$ cat config.mk
export PLATFORM = sky130hd
export DESIGN_NAME = phyb_bridge
export DESIGN_NICKNAME = d
export VERILOG_FILES = /design/src/rtl/phyb_pkg.sv /design/src/rtl/phyb_decode.sv /design/src/rtl/phyb_seq.sv /design/src/rtl/phyb_datareg.sv /design/src/rtl/phyb_bridge.sv
export SDC_FILE = /design/constraint.sdc
export NUM_CORES = 1
export LEC_CHECK = 0
export ABC_AREA = 0
export BUFFER_PORTS_ARGS = -buffer_cell sky130_fd_sc_hd__buf_2
export CORE_MARGIN = 3
export CORE_UTILIZATION = 39
export DETAILED_ROUTE_END_ITERATION = 8
export PLACE_DENSITY_LB_ADDON = 0.3
export REMOVE_ABC_BUFFERS = 1
export SKIP_CTS_REPAIR_TIMING = 1
export SLEW_MARGIN = 20
export SYNTH_ARGS = -nofsm -noshare
export SYNTH_HDL_FRONTEND = slang
export SYNTH_SLANG_ARGS = --single-unit
$ cat constraint.sdc
create_clock -name clk -period 2.35 [get_ports clk]
set_input_delay 0.1175 -clock clk [delete_from_list [all_inputs] [get_ports clk]]
set_output_delay 0.1175 -clock clk [all_outputs]
set_load 0.05 [all_outputs]
$ cat src/rtl/phyb_pkg.sv
package phyb_pkg;

    localparam int HOST_AW = 12;
    localparam int HOST_DW = 16;
    localparam int PHY_AW  = 8;
    localparam int PHY_DW  = 8;
    localparam int DIR_BIT  = PHY_AW;
    localparam int BUSY_BIT = PHY_AW + 1;

    typedef struct packed {
        logic              wr;
        logic [PHY_AW-1:0] off;
    } phyb_cmd_t;

    typedef enum logic [1:0] {
        SEQ_IDLE = 2'd0,
        SEQ_WAIT = 2'd1
    } seq_state_e;

    typedef enum logic [1:0] {
        SEL_NONE = 2'd0,
        SEL_CMD  = 2'd1,
        SEL_DATA = 2'd2
    } reg_sel_e;

    function automatic phyb_cmd_t unpack_cmd(input logic [HOST_DW-1:0] w);
        phyb_cmd_t c;
        c.wr  = w[DIR_BIT];
        c.off = w[PHY_AW-1:0];
        return c;
    endfunction

    function automatic logic [HOST_DW-1:0] pack_cmd(input phyb_cmd_t c, input logic busy);
        logic [HOST_DW-1:0] r;
        r               = '0;
        r[PHY_AW-1:0]   = c.off;
        r[DIR_BIT]      = c.wr;
        r[BUSY_BIT]     = busy;
        return r;
    endfunction

endpackage

$ cat src/rtl/phyb_decode.sv
module phyb_decode
    import phyb_pkg::*;
#(
    parameter logic [HOST_AW-1:0] CMD_ADDR  = 12'h300,
    parameter logic [HOST_AW-1:0] DATA_ADDR = 12'h304
) (
    input  logic               host_we,
    input  logic [HOST_AW-1:0] host_addr,
    output reg_sel_e           sel,
    output logic               cmd_wr,
    output logic               data_wr
);

    always_comb begin
        if (host_addr == CMD_ADDR)
            sel = SEL_CMD;
        else if (host_addr == DATA_ADDR)
            sel = SEL_DATA;
        else
            sel = SEL_NONE;
    end

    assign cmd_wr  = host_we && (sel == SEL_CMD);
    assign data_wr = host_we && (sel == SEL_DATA);

endmodule

$ cat src/rtl/phyb_seq.sv
module phyb_seq
    import phyb_pkg::*;
(
    input  logic      clk,
    input  logic      rst,
    input  logic      start,
    input  phyb_cmd_t cmd_in,
    input  logic      phy_ready,
    output phyb_cmd_t cmd_q,
    output logic      busy,
    output logic      phy_req,
    output logic      done
);

    seq_state_e state_q;

    always_ff @(posedge clk) begin
        if (rst) begin
            state_q <= SEQ_IDLE;
            cmd_q   <= '0;
        end else begin
            unique case (state_q)
                SEQ_IDLE: begin
                    if (start) begin
                        cmd_q   <= cmd_in;
                        state_q <= SEQ_WAIT;
                    end
                end
                SEQ_WAIT: begin
                    if (phy_ready)
                        state_q <= SEQ_IDLE;
                end
                default: state_q <= SEQ_IDLE;
            endcase
        end
    end

    assign busy    = (state_q == SEQ_WAIT);
    assign phy_req = busy;
    assign done    = busy && phy_ready;

    a_r2_launch: assert property (@(posedge clk) disable iff (rst)
        (start && !busy) |=> (phy_req && cmd_q == $past(cmd_in)));

    a_r3_hold: assert property (@(posedge clk) disable iff (rst)
        (phy_req && !phy_ready) |=> (phy_req && $stable(cmd_q)));

    a_r3_release: assert property (@(posedge clk) disable iff (rst)
        (phy_req && phy_ready) |=> !phy_req);

    a_r7_no_restart: assert property (@(posedge clk) disable iff (rst)
        (start && busy && !phy_ready) |=> $stable(cmd_q));

endmodule

$ cat src/rtl/phyb_datareg.sv
module phyb_datareg
    import phyb_pkg::*;
(
    input  logic              clk,
    input  logic              rst,
    input  logic              wr_en,
    input  logic [PHY_DW-1:0] wr_byte,
    input  logic              cap_en,
    input  logic [PHY_DW-1:0] cap_byte,
    output logic [PHY_DW-1:0] data_q
);

    always_ff @(posedge clk) begin
        if (rst)
            data_q <= '0;
        else if (cap_en)
            data_q <= cap_byte;
        else if (wr_en)
            data_q <= wr_byte;
    end

    a_r5_capture: assert property (@(posedge clk) disable iff (rst)
        cap_en |=> (data_q == $past(cap_byte)));

    a_r8_freeze: assert property (@(posedge clk) disable iff (rst)
        (!wr_en && !cap_en) |=> $stable(data_q));

endmodule

$ cat src/rtl/phyb_bridge.sv
module phyb_bridge
    import phyb_pkg::*;
#(
    parameter logic [HOST_AW-1:0] CMD_ADDR  = 12'h300,
    parameter logic [HOST_AW-1:0] DATA_ADDR = 12'h304
) (
    input  logic               clk,
    input  logic               rst,
    input  logic               host_we,
    input  logic [HOST_AW-1:0] host_addr,
    input  logic [HOST_DW-1:0] host_wdata,
    output logic [HOST_DW-1:0] host_rdata,
    output logic               phy_req,
    output logic               phy_we,
    output logic [PHY_AW-1:0]  phy_offset,
    output logic [PHY_DW-1:0]  phy_wdata,
    input  logic [PHY_DW-1:0]  phy_rdata,
    input  logic               phy_ready
);

    reg_sel_e          sel;
    logic              cmd_wr;
    logic              data_wr;
    logic              busy;
    logic              done;
    phyb_cmd_t         cmd_q;
    logic [PHY_DW-1:0] data_q;
    logic              unused_hi;

    assign unused_hi = ^host_wdata[HOST_DW-1:BUSY_BIT];

    phyb_decode #(
        .CMD_ADDR  (CMD_ADDR),
        .DATA_ADDR (DATA_ADDR)
    ) u_decode (
        .host_we   (host_we),
        .host_addr (host_addr),
        .sel       (sel),
        .cmd_wr    (cmd_wr),
        .data_wr   (data_wr)
    );

    phyb_seq u_seq (
        .clk       (clk),
        .rst       (rst),
        .start     (cmd_wr),
        .cmd_in    (unpack_cmd(host_wdata)),
        .phy_ready (phy_ready),
        .cmd_q     (cmd_q),
        .busy      (busy),
        .phy_req   (phy_req),
        .done      (done)
    );

    phyb_datareg u_data (
        .clk      (clk),
        .rst      (rst),
        .wr_en    (data_wr && !busy),
        .wr_byte  (host_wdata[PHY_DW-1:0]),
        .cap_en   (done && !cmd_q.wr),
        .cap_byte (phy_rdata),
        .data_q   (data_q)
    );

    assign phy_we     = cmd_q.wr;
    assign phy_offset = cmd_q.off;
    assign phy_wdata  = data_q;

    always_comb begin
        host_rdata = '0;
        unique case (sel)
            SEL_CMD:  host_rdata = pack_cmd(cmd_q, busy);
            SEL_DATA: host_rdata[PHY_DW-1:0] = data_q;
            default:  host_rdata = '0;
        endcase
    end

    a_r6_upper_zero: assert property (@(posedge clk) disable iff (rst)
        (host_addr == DATA_ADDR) |-> (host_rdata[HOST_DW-1:PHY_DW] == '0));

    a_r10_other_zero: assert property (@(posedge clk) disable iff (rst)
        (host_addr != DATA_ADDR && host_addr != CMD_ADDR) |-> (host_rdata == '0));

    a_r4_wdata_steady: assert property (@(posedge clk) disable iff (rst)
        (phy_req && phy_we && !phy_ready) |=> $stable(phy_wdata));

endmodule

### Word-level counts from Yosys, hierarchy flattened

Cells that the tools add are included.

* bits in registers: 19
* input bits: 40
* output and inout bits: 34
* logic and storage cells: 31

* equality and inequality tests: 7
* muxes and demuxes: 9
* reduce and logical (&&, ||, !) cells: 11

Operators by type and width (count)
* $eq 12x10->1 const B: 2
* $mux 8: 2
* $pmux 8 s2: 1
* $mux 2: 5
* $logic_and 1x1->1: 5
* $eq 2x1->1 const B: 2
* $ne 2x2->1 const B: 2
* $pmux 2 s2: 1
* $reduce_and 2->1: 2
* $eq 2x2->1 const B: 1
* $logic_not 1->1: 2
* $logic_not 2->1: 1
* $reduce_bool 2->1: 1

### Longest topological paths before layout

Gate-level depths: netlist of run 1.

* depth after elaboration: 8
* gate-level depth with buffers: 6
* depth with buffers taken out: 4

### Modules after synthesis

Synthesis of run 1 repeated with hierarchy kept, for this count alone.

* cell total of the unflattened synthesis: 123
* area, all modules: 1184.9 um^2

Modules (own cells, without submodules)
* phyb_seq: instances 1, cells an instance 45, area each 459.2 um^2, sequential area each 200.2 um^2
* phyb_datareg: instances 1, cells an instance 35, area each 369.1 um^2, sequential area each 160.2 um^2
* phyb_bridge: instances 1, cells an instance 34, area each 267.8 um^2, sequential area each 0.0 um^2
* phyb_decode: instances 1, cells an instance 9, area each 88.8 um^2, sequential area each 0.0 um^2

### Least setup slack after synthesis of run 1

No wires, ideal clock.

* kind: input to output
* start point: input port host_addr[5]
* end point: output port host_rdata[0]
* arrival time: 1.912 ns
* data required time: 2.233 ns
* slack: 0.320 ns
* stages on the path: 3
* path buffers: 0
* path through: or4_4 > nor4_1 > a22o_1

* cells in the longest elaborated chain, start to end: 5
* elaborated cells on any way between the ends: 7
* those cells by class: eq/ne (4); mux (3)

Ends and longest elaborated chain
* from (decl): RTL line phyb_bridge.sv:10 `input logic [HOST_AW-1:0] host_addr,`
* $eq 12x10->1: RTL line phyb_decode.sv:17 `else if (host_addr == DATA_ADDR)`
* $mux 2: RTL line phyb_decode.sv:17
* $mux 2 *: RTL line phyb_decode.sv:15 `if (host_addr == CMD_ADDR)`
* $eq 2x2->1 or $eq 2x1->1 (tied branches): RTL line phyb_bridge.sv:71 `unique case (sel)`
* $pmux 8 s2 *: RTL line phyb_bridge.sv:71
* to (decl): RTL line phyb_bridge.sv:12 `output logic [HOST_DW-1:0] host_rdata,`

Every way passes the cells marked *; elsewhere a longest branch is shown, timed or not.

### Worst setup path after layout of run 1

* start point: input port host_addr[5]
* end point: output port host_rdata[1]

The elaborated chain is that of the path after synthesis.

==> summary.md, run 1 <==
| Metric | Value |
|---|---|
| Fin. max-slew vios | `0` |
| Setup Viol. Count Final | `0` |
| # rows | `17` |
| # nets final | `209` |
| Reg2reg path depth | `5` |
| CTS tree | `built` |
| Final-report hold violation count | `0` |
| Maximum VDD drop | `361 uV` |
| Netlist cell types | `23` |
| Vias in the first global route | `1001` |
| Period utilisation layout | `75.8%` |
| Post-route DRC | `0` |
| Most frequent cells in the layout | `buf_2, dfxtp_1, inv_1, nor2_1` |
| Io pins | `74` |
| Worst Hold Class | `in2reg` |
| Register bit total from synthesis | `18` |
| RR Endpoint | `u_data.data_q[4]$_SDFFE_PP0P_` |
| Final ANT Viol Nets | `0` |
| Sequential power share | `54.8%` |
| Die area | `3200 um2` |
| Skew-Pair Late Insertion Delay | `0.28 ns` |
| Initial antenna violation count | `0` |
| Final Power | `0.557 mW` |
| Startpoint types | `input port` |
| Leak Pwr | `0.640 nW` |
| Highest Clock Rate | `561 MHz` |
| Largest net degree at the start of global routing | `19` |
| Combinational Power Share | `12.2%` |
| Sequential cell area fraction in the yosys report | `36.1%` |
| Core Area | `2320 um2` |
| Overflow after GRT | `0` |
| Layout Cells excl Fill | `196` |
| Most common cell after layout, fill and taps aside | `buf_2` |
| Total placed cells including tap cells | `192` |
| Via/cell ratio | `5.08` |
| Worst setup margin | `0.568 ns` |
| CTS H-tree lvls | `1` |
| Final core utilization | `58.4%` |
| Worst EP required | `2.23 ns` |
| RSZ-0062 raised after global routing | `no` |
| Synth warn | `0` |
| First-pass GRT wire length | `4.42 mm` |
| Num CTS Buffers | `3` |
| Endpoint class of the critical path | `output port` |
| Max Buffers Root-to-Sink | `2` |
| Worst R2R Start | `u_seq.cmd_q[8]$_SDFFE_PP0P_` |
| Switching power | `0.130 mW` |
| DR iter-0 viols | `10` |
| 1st-pass router iterations | `4` |
| Diodes inserted | `0` |
| CTS Sinks | `18` |
| Area grow syn2layout | `35.8%` |
| Maximum fanout along the worst path | `5` |
| Max cap viols | `0` |
| Vias | `996` |
| Setup Skew | `0.00647 ns` |
| Die Ht | `56.6 um` |
| Tot GR Track Use | `16.8%` |
| Crit path arrival time | `1.66 ns` |
| Die width | `56.6 um` |
| Sw Share | `23.4%` |
| Starting density of the core | `43.0%` |
| Critical path startpoint | `host_addr[5]` |
| Dpl ws | `0.507 ns` |
| Mapped Cells | `106` |
| Crit path kind | `in2out` |
| Crit path capture | `host_rdata[1]` |
| Final instance area | `1350 um2` |
| Internal power | `0.426 mW` |
| Worst-path clk slew | `0.10 ns` |
| Placed wire-length estimate | `1.98 mm` |
| Cell Area, Synth | `997 um2` |
| Status | `completed` |
| Tmin final | `1.78 ns` |
| Share of layout cells above drive strength 1 | `50.0%` |
| Final WL | `2.51 mm` |
| Reg2reg setup slack | `0.69 ns` |
| Mean Syn Cell Area | `9.41 um2` |
| Input/output buffers | `60` |
| Clock Power Share | `33.1%` |
| Clock Tree Root | `clkbuf_4` |
| Post-DP Area | `1320 um2` |
| DR WL/cell | `12.8 um` |
| PwrDens | `411 nW/um2` |
| Placer Congestion | `0.752` |
==> stage by stage <==
step,hold WS (ns),TNS [ns]
after floorplan,0.190,-4.32
after global placement,0.352,0
after detailed placement,0.368,0
after CTS,0.0704,0
after global routing,0.0689,0
final,0.0749,0
==> critical path: stages <==
cell	delay (ns)
buf_2	0.10
or4_4	0.57
nor4_2	0.28
buf_4	0.20
a22o_1	0.15
buf_2	0.26
==> worst min path at each step <==
stage	endpoint	cells past startpoint	slack, ns	startpoint
finish	u_seq.cmd_q[8]$_SDFFE_PP0P_	3	0.07	host_wdata[8]
global route	u_seq.cmd_q[8]$_SDFFE_PP0P_	3	0.07	host_wdata[8]
CTS	u_seq.cmd_q[8]$_SDFFE_PP0P_	3	0.07	host_wdata[8]
detailed placement	u_seq.cmd_q[8]$_SDFFE_PP0P_	3	0.37	host_wdata[8]
global placement	u_seq.cmd_q[8]$_SDFFE_PP0P_	3	0.35	host_wdata[8]
floorplan	u_data.data_q[0]$_SDFFE_PP0P_	1	0.19	rst
==> registers in the layout (all words and copies together) (netlist names) <==
signal,flops
u_data.data_q,8
u_seq.state_q,1
u_seq.cmd_q,9
==> cells in the mapped netlist <==
master / count / area share [%]
dfxtp_1: 18 / 36
inv_1: 10 / 3.8
nor2_1: 10 / 3.8
a21oi_1: 9 / 4.5
mux2i_1: 9 / 9.0
a22o_1: 8 / 7.0
a311oi_1: 8 / 7.0
mux2_2: 8 / 9.0
buf_4: 6 / 4.5
clkbuf_1: 3 / 1.1
and2_1: 2 / 1.3
nand3b_1: 2 / 1.5
nor4_1: 2 / 1.3
or4_4: 2 / 2.3
buf_1: 1 / 0.38
buf_2: 1 / 0.50
buf_6: 1 / 1.1
buf_8: 1 / 1.5
conb_1: 1 / 0.38
nand4bb_1: 1 / 1.1
nor4_2: 1 / 1.3
or3_1: 1 / 0.63
or3b_2: 1 / 0.88
==> kinds of logic after synthesis <==
logic type      count (synthesis)  share of synthesized area [%]
other cells                     1                          0.376
compound gates                 25                           18.6
simple gates                   22                           13.9
buf+inv                        23                           12.9
mux                            17                           18.1
flops                          18                           36.1
==> power groups by stage <==
stage	combinational (mW)	clock [mW]	sequential [mW]
finish	0.0678	0.184	0.305
global placement	0.0665	0	0.312
floorplan	0.0333	0	0.312
detailed placement	0.0678	0	0.312
global route	0.0736	0.211	0.305
CTS	0.0682	0.194	0.305
==> metal layers <==
| metal | part of all wire (%) | track usage (%) | up-vias |
|---|---|---|---|
| li1 | - | - | 498 |
| met1 | 43 | 20.8 | 449 |
| met5 | 0 | 0 | - |
| met4 | 0.64 | 4.07 | 0 |
| met3 | 11 | 4.37 | 2 |
| met2 | 46 | 28.9 | 47 |
==> cell type report <==
type                            count  area [um2]
Clock buffer                        4        36.3
Sequential cell                    18         360
Timing Repair Buffer               66         345
Inverter                           10        37.5
Multi-Input combinational cell     70         539
Tap cell                           28        35.0
Fill cell                         222         965
Note: power is estimated with default switching activity, not from simulation.
==> inputs of run 2 (changes only) <==
- ABC_AREA: 0 -> 1
- CORE_UTILIZATION: 39 -> 41
- clock period: 2.35 -> 1.76 ns (I/O delays scaled with it)
==> run 2 against run 1 <==
Combinational power increased by 38%. Utilization fell by 2.3 points. Clock power grew 11%. Critical endpoint is now host_rdata[0].
==> summary.md, run 2 <==
| Metric | Value |
|---|---|
| Post-route DRC | `0 (unchanged)` |
| Worst Hold Class | `in2reg` |
| Maximum VDD drop | `417 uV (+16%)` |
| Tot GR Track Use | `15.8% (-1.0 points)` |
| Mean Syn Cell Area | `6.22 um2 (-34%)` |
| Largest net degree at the start of global routing | `33 (+14)` |
| Tmin final | `1.46 ns` |
| Worst setup margin | `0.302 ns (-0.265 ns)` |
| Overflow after GRT | `0 (unchanged)` |
| Core Area | `2500 um2 (+7.8%)` |
| RR Endpoint | `u_data.data_q[5]$_SDFFE_PP0P_` |
| Endpoint class of the critical path | `output port` |
| Most frequent cells in the layout | `buf_2, nand2_1, nor2_1` |
| Hold EP | `u_seq.cmd_q[8]$_SDFFE_PP0P_` |
| Die area | `3310 um2 (+3.4%)` |
| Maximum fanout along the worst path | `10 (+5)` |
| Register bit total from synthesis | `18 (unchanged)` |
| RSZ-0062 raised after global routing | `no` |
| Final ANT Viol Nets | `0 (unchanged)` |
| Most common cell after layout, fill and taps aside | `buf_2` |
| Worst R2R Start | `u_seq.state_q[0]$_SDFFE_PP0P_` |
| Synth warn | `0 (unchanged)` |
| Final Power | `0.705 mW (+27%)` |
| Gr busiest metal | `met2` |
| Worst EP required | `1.67 ns (-0.56 ns)` |
| Commonest cells in the netlist | `nand2_1, nor2_1, inv_1, dfxtp_1, a21oi_1` |
| DR WL/cell | `9.85 um (-23%)` |
| Period utilisation layout | `82.8%` |
| CTS H-tree lvls | `1 (unchanged)` |
| Final WL | `2.59 mm (+3.1%)` |
| Most numerous cell in the Yosys netlist | `nand2_1` |
| Placed wire-length estimate | `1.85 mm (-6.5%)` |
| Io pins | `74 (unchanged)` |
| Worst-path clk slew | `0.10 ns (about the same)` |
| Diodes inserted | `0 (unchanged)` |
| # nets final | `275 (+32%)` |
| Mapped Cells | `175 (+65%)` |
| Crit path kind | `in2out` |
| Area grow syn2layout | `28.7%` |
| Grt met3 use | `4.30% (-0.069 points)` |
| M1 GR Usage | `19.7% (-1.1 points)` |
| Worst Hold Depth | `3 (unchanged)` |
| Clock Tree Root | `clkbuf_4` |
| First-pass GRT wire length | `4.17 mm (-5.6%)` |
| Starting density of the core | `43.5% (+0.53 points)` |
| Die width | `57.5 um (+1.7%)` |
| Share of layout cells above drive strength 1 | `30.0% (-20 points)` |
| Highest Clock Rate | `686 MHz` |
| Placer Congestion | `0.699 (-7.1%)` |
| Vias | `1197 (+20%)` |
| Via/cell ratio | `4.55 (-10%)` |
| Max Buffers Root-to-Sink | `2 (unchanged)` |
| Total placed cells including tap cells | `259 (+35%)` |
| Number of flip-flops in the largest register | `9 (unchanged)` |
| Crit path arrival time | `1.37 ns (-0.29 ns)` |
| Top Registers | `u_seq.cmd_q x9, u_data.data_q x8, u_seq.state_q x1` |
| Most flops, register | `u_seq.cmd_q` |
| Reg2reg setup slack | `0.50 ns (-0.19 ns)` |
| HP Start | `host_wdata[8]` |
| CTS tree | `built` |
| Final-report hold violation count | `0 (unchanged)` |
| Dpl ws | `0.309 ns (-0.198 ns)` |
| Skew-Pair Late Insertion Delay | `0.29 ns (about the same)` |
| # rows | `18 (+1)` |
| Max cap viols | `0 (unchanged)` |
| Netlist cell types | `19 (-17%)` |
| Post-synth EDFFs | `0 (unchanged)` |
| Vias in the first global route | `1022 (+2.1%)` |
| Fin. max-slew vios | `0 (unchanged)` |
| Status | `completed` |
| Num CTS Buffers | `3 (unchanged)` |
| Leak Pwr | `0.860 nW (+34%)` |
| DR iter-0 viols | `32 (+22)` |
| Met2 Usage GRT | `27.4% (-1.5 points)` |
| Sequential cell area fraction in the yosys report | `33.1% (-3.0 points)` |
| Layout Cells excl Fill | `263 (+34%)` |
| 1st-pass router iterations | `4 (unchanged)` |
| Setup Skew | `0.00693 ns (+0.000455 ns)` |
| Post-synth ARST share | `0% (unchanged)` |
| Reg2reg path depth | `4 (-1)` |
| Primary FF master, synth | `dfxtp_1` |
| Cell Area, Synth | `1090 um2 (+9.2%)` |
| Input/output buffers | `60 (unchanged)` |
| Startpoint types | `input port` |
| CTS Sinks | `18 (unchanged)` |
| Initial antenna violation count | `0 (unchanged)` |
| PwrDens | `503 nW/um2 (+22%)` |
| Yosys top cell area share | `33.1% (-3.0 points)` |
| Setup Viol. Count Final | `0 (unchanged)` |
| Die Ht | `57.5 um (+1.7%)` |
| Most area-consuming cells after synthesis | `dfxtp_1, nand2_1, nor2_1` |
| Area leader, netlist | `dfxtp_1` |
-- run 2: cell count changes after synthesis, sizes merged, moves of 3 or more --
cell and delta:
nand2 +40, nor2 +26, inv +20, nand3 +11
mux2i -9, a22o -8, a311oi -8, mux2 -8
o21ai +8, o22ai +8, nor4 -3
-- run 2: where the power goes --
part	total [mW]	internal [mW]	switching, mW
Combinational	0.0937	0.0345	0.0591
Clock	0.204	0.0795	0.125
Sequential	0.407	0.407	0.0000448
Total	0.705	0.521	0.184
-- run 2: layout make-up --
type | count | area (um2)
timing repair buffer | 62 | 318
clock buffer | 3 | 22.5
sequential | 18 | 360
tap | 30 | 37.5
fill | 274 | 1100
multi-input combinational | 119 | 547
inverter | 31 | 116
-- run 2: worst max-delay path, stage by stage --
cell and delay, ns:
buf_2 0.09, nor2_1 0.09, nand2_1 0.07, nor2_1 0.20
nand2_1 0.31, o22ai_1 0.22, buf_2 0.29
-- run 2: stage by stage --
step / hold WS [ns] / util, % / instance area [um2] / setup TNS (ns)
4_1_cts: -0.0470 / 55.7 / 1390 / 0
6_report: 0.0190 / 56.1 / 1400 / 0
2_1_floorplan: 0.157 / - / 1020 / -1.26
5_1_grt: 0.0323 / 56.1 / 1400 / 0
3_3_place_gp: 0.271 / 54.8 / 1370 / 0
3_5_place_dp: 0.276 / 54.8 / 1370 / 0
-- run 2: kinds of logic after synthesis --
logic type | Yosys count | share of synthesized area, %
AOI/OAI and AO/OA | 25 | 12.4
DFF | 18 | 33.1
buffers and inverters | 43 | 18.4
and+or+nand+nor | 88 | 35.7
other | 1 | 0.344
-- run 2: worst max path at each step --
stage	slack (ns)	end	cells after the start	start
after global routing	0.08	host_rdata[0]	7	host_addr[3]
final	0.30	host_rdata[0]	7	host_addr[3]
after detailed placement	0.31	host_rdata[0]	7	host_addr[3]
after global placement	0.32	host_rdata[0]	7	host_addr[3]
after floorplan	-0.16	u_data.data_q[0]$_SDFFE_PP0P_	4	u_seq.state_q[0]$_SDFFE_PP0P_
after CTS	0.31	host_rdata[0]	7	host_addr[3]
-- run 2: layer usage --
metal	wire [um]	share of wire, %
met3	257	9.9
met4	12	0.46
met5	0	0
met2	1190	46
met1	1130	44
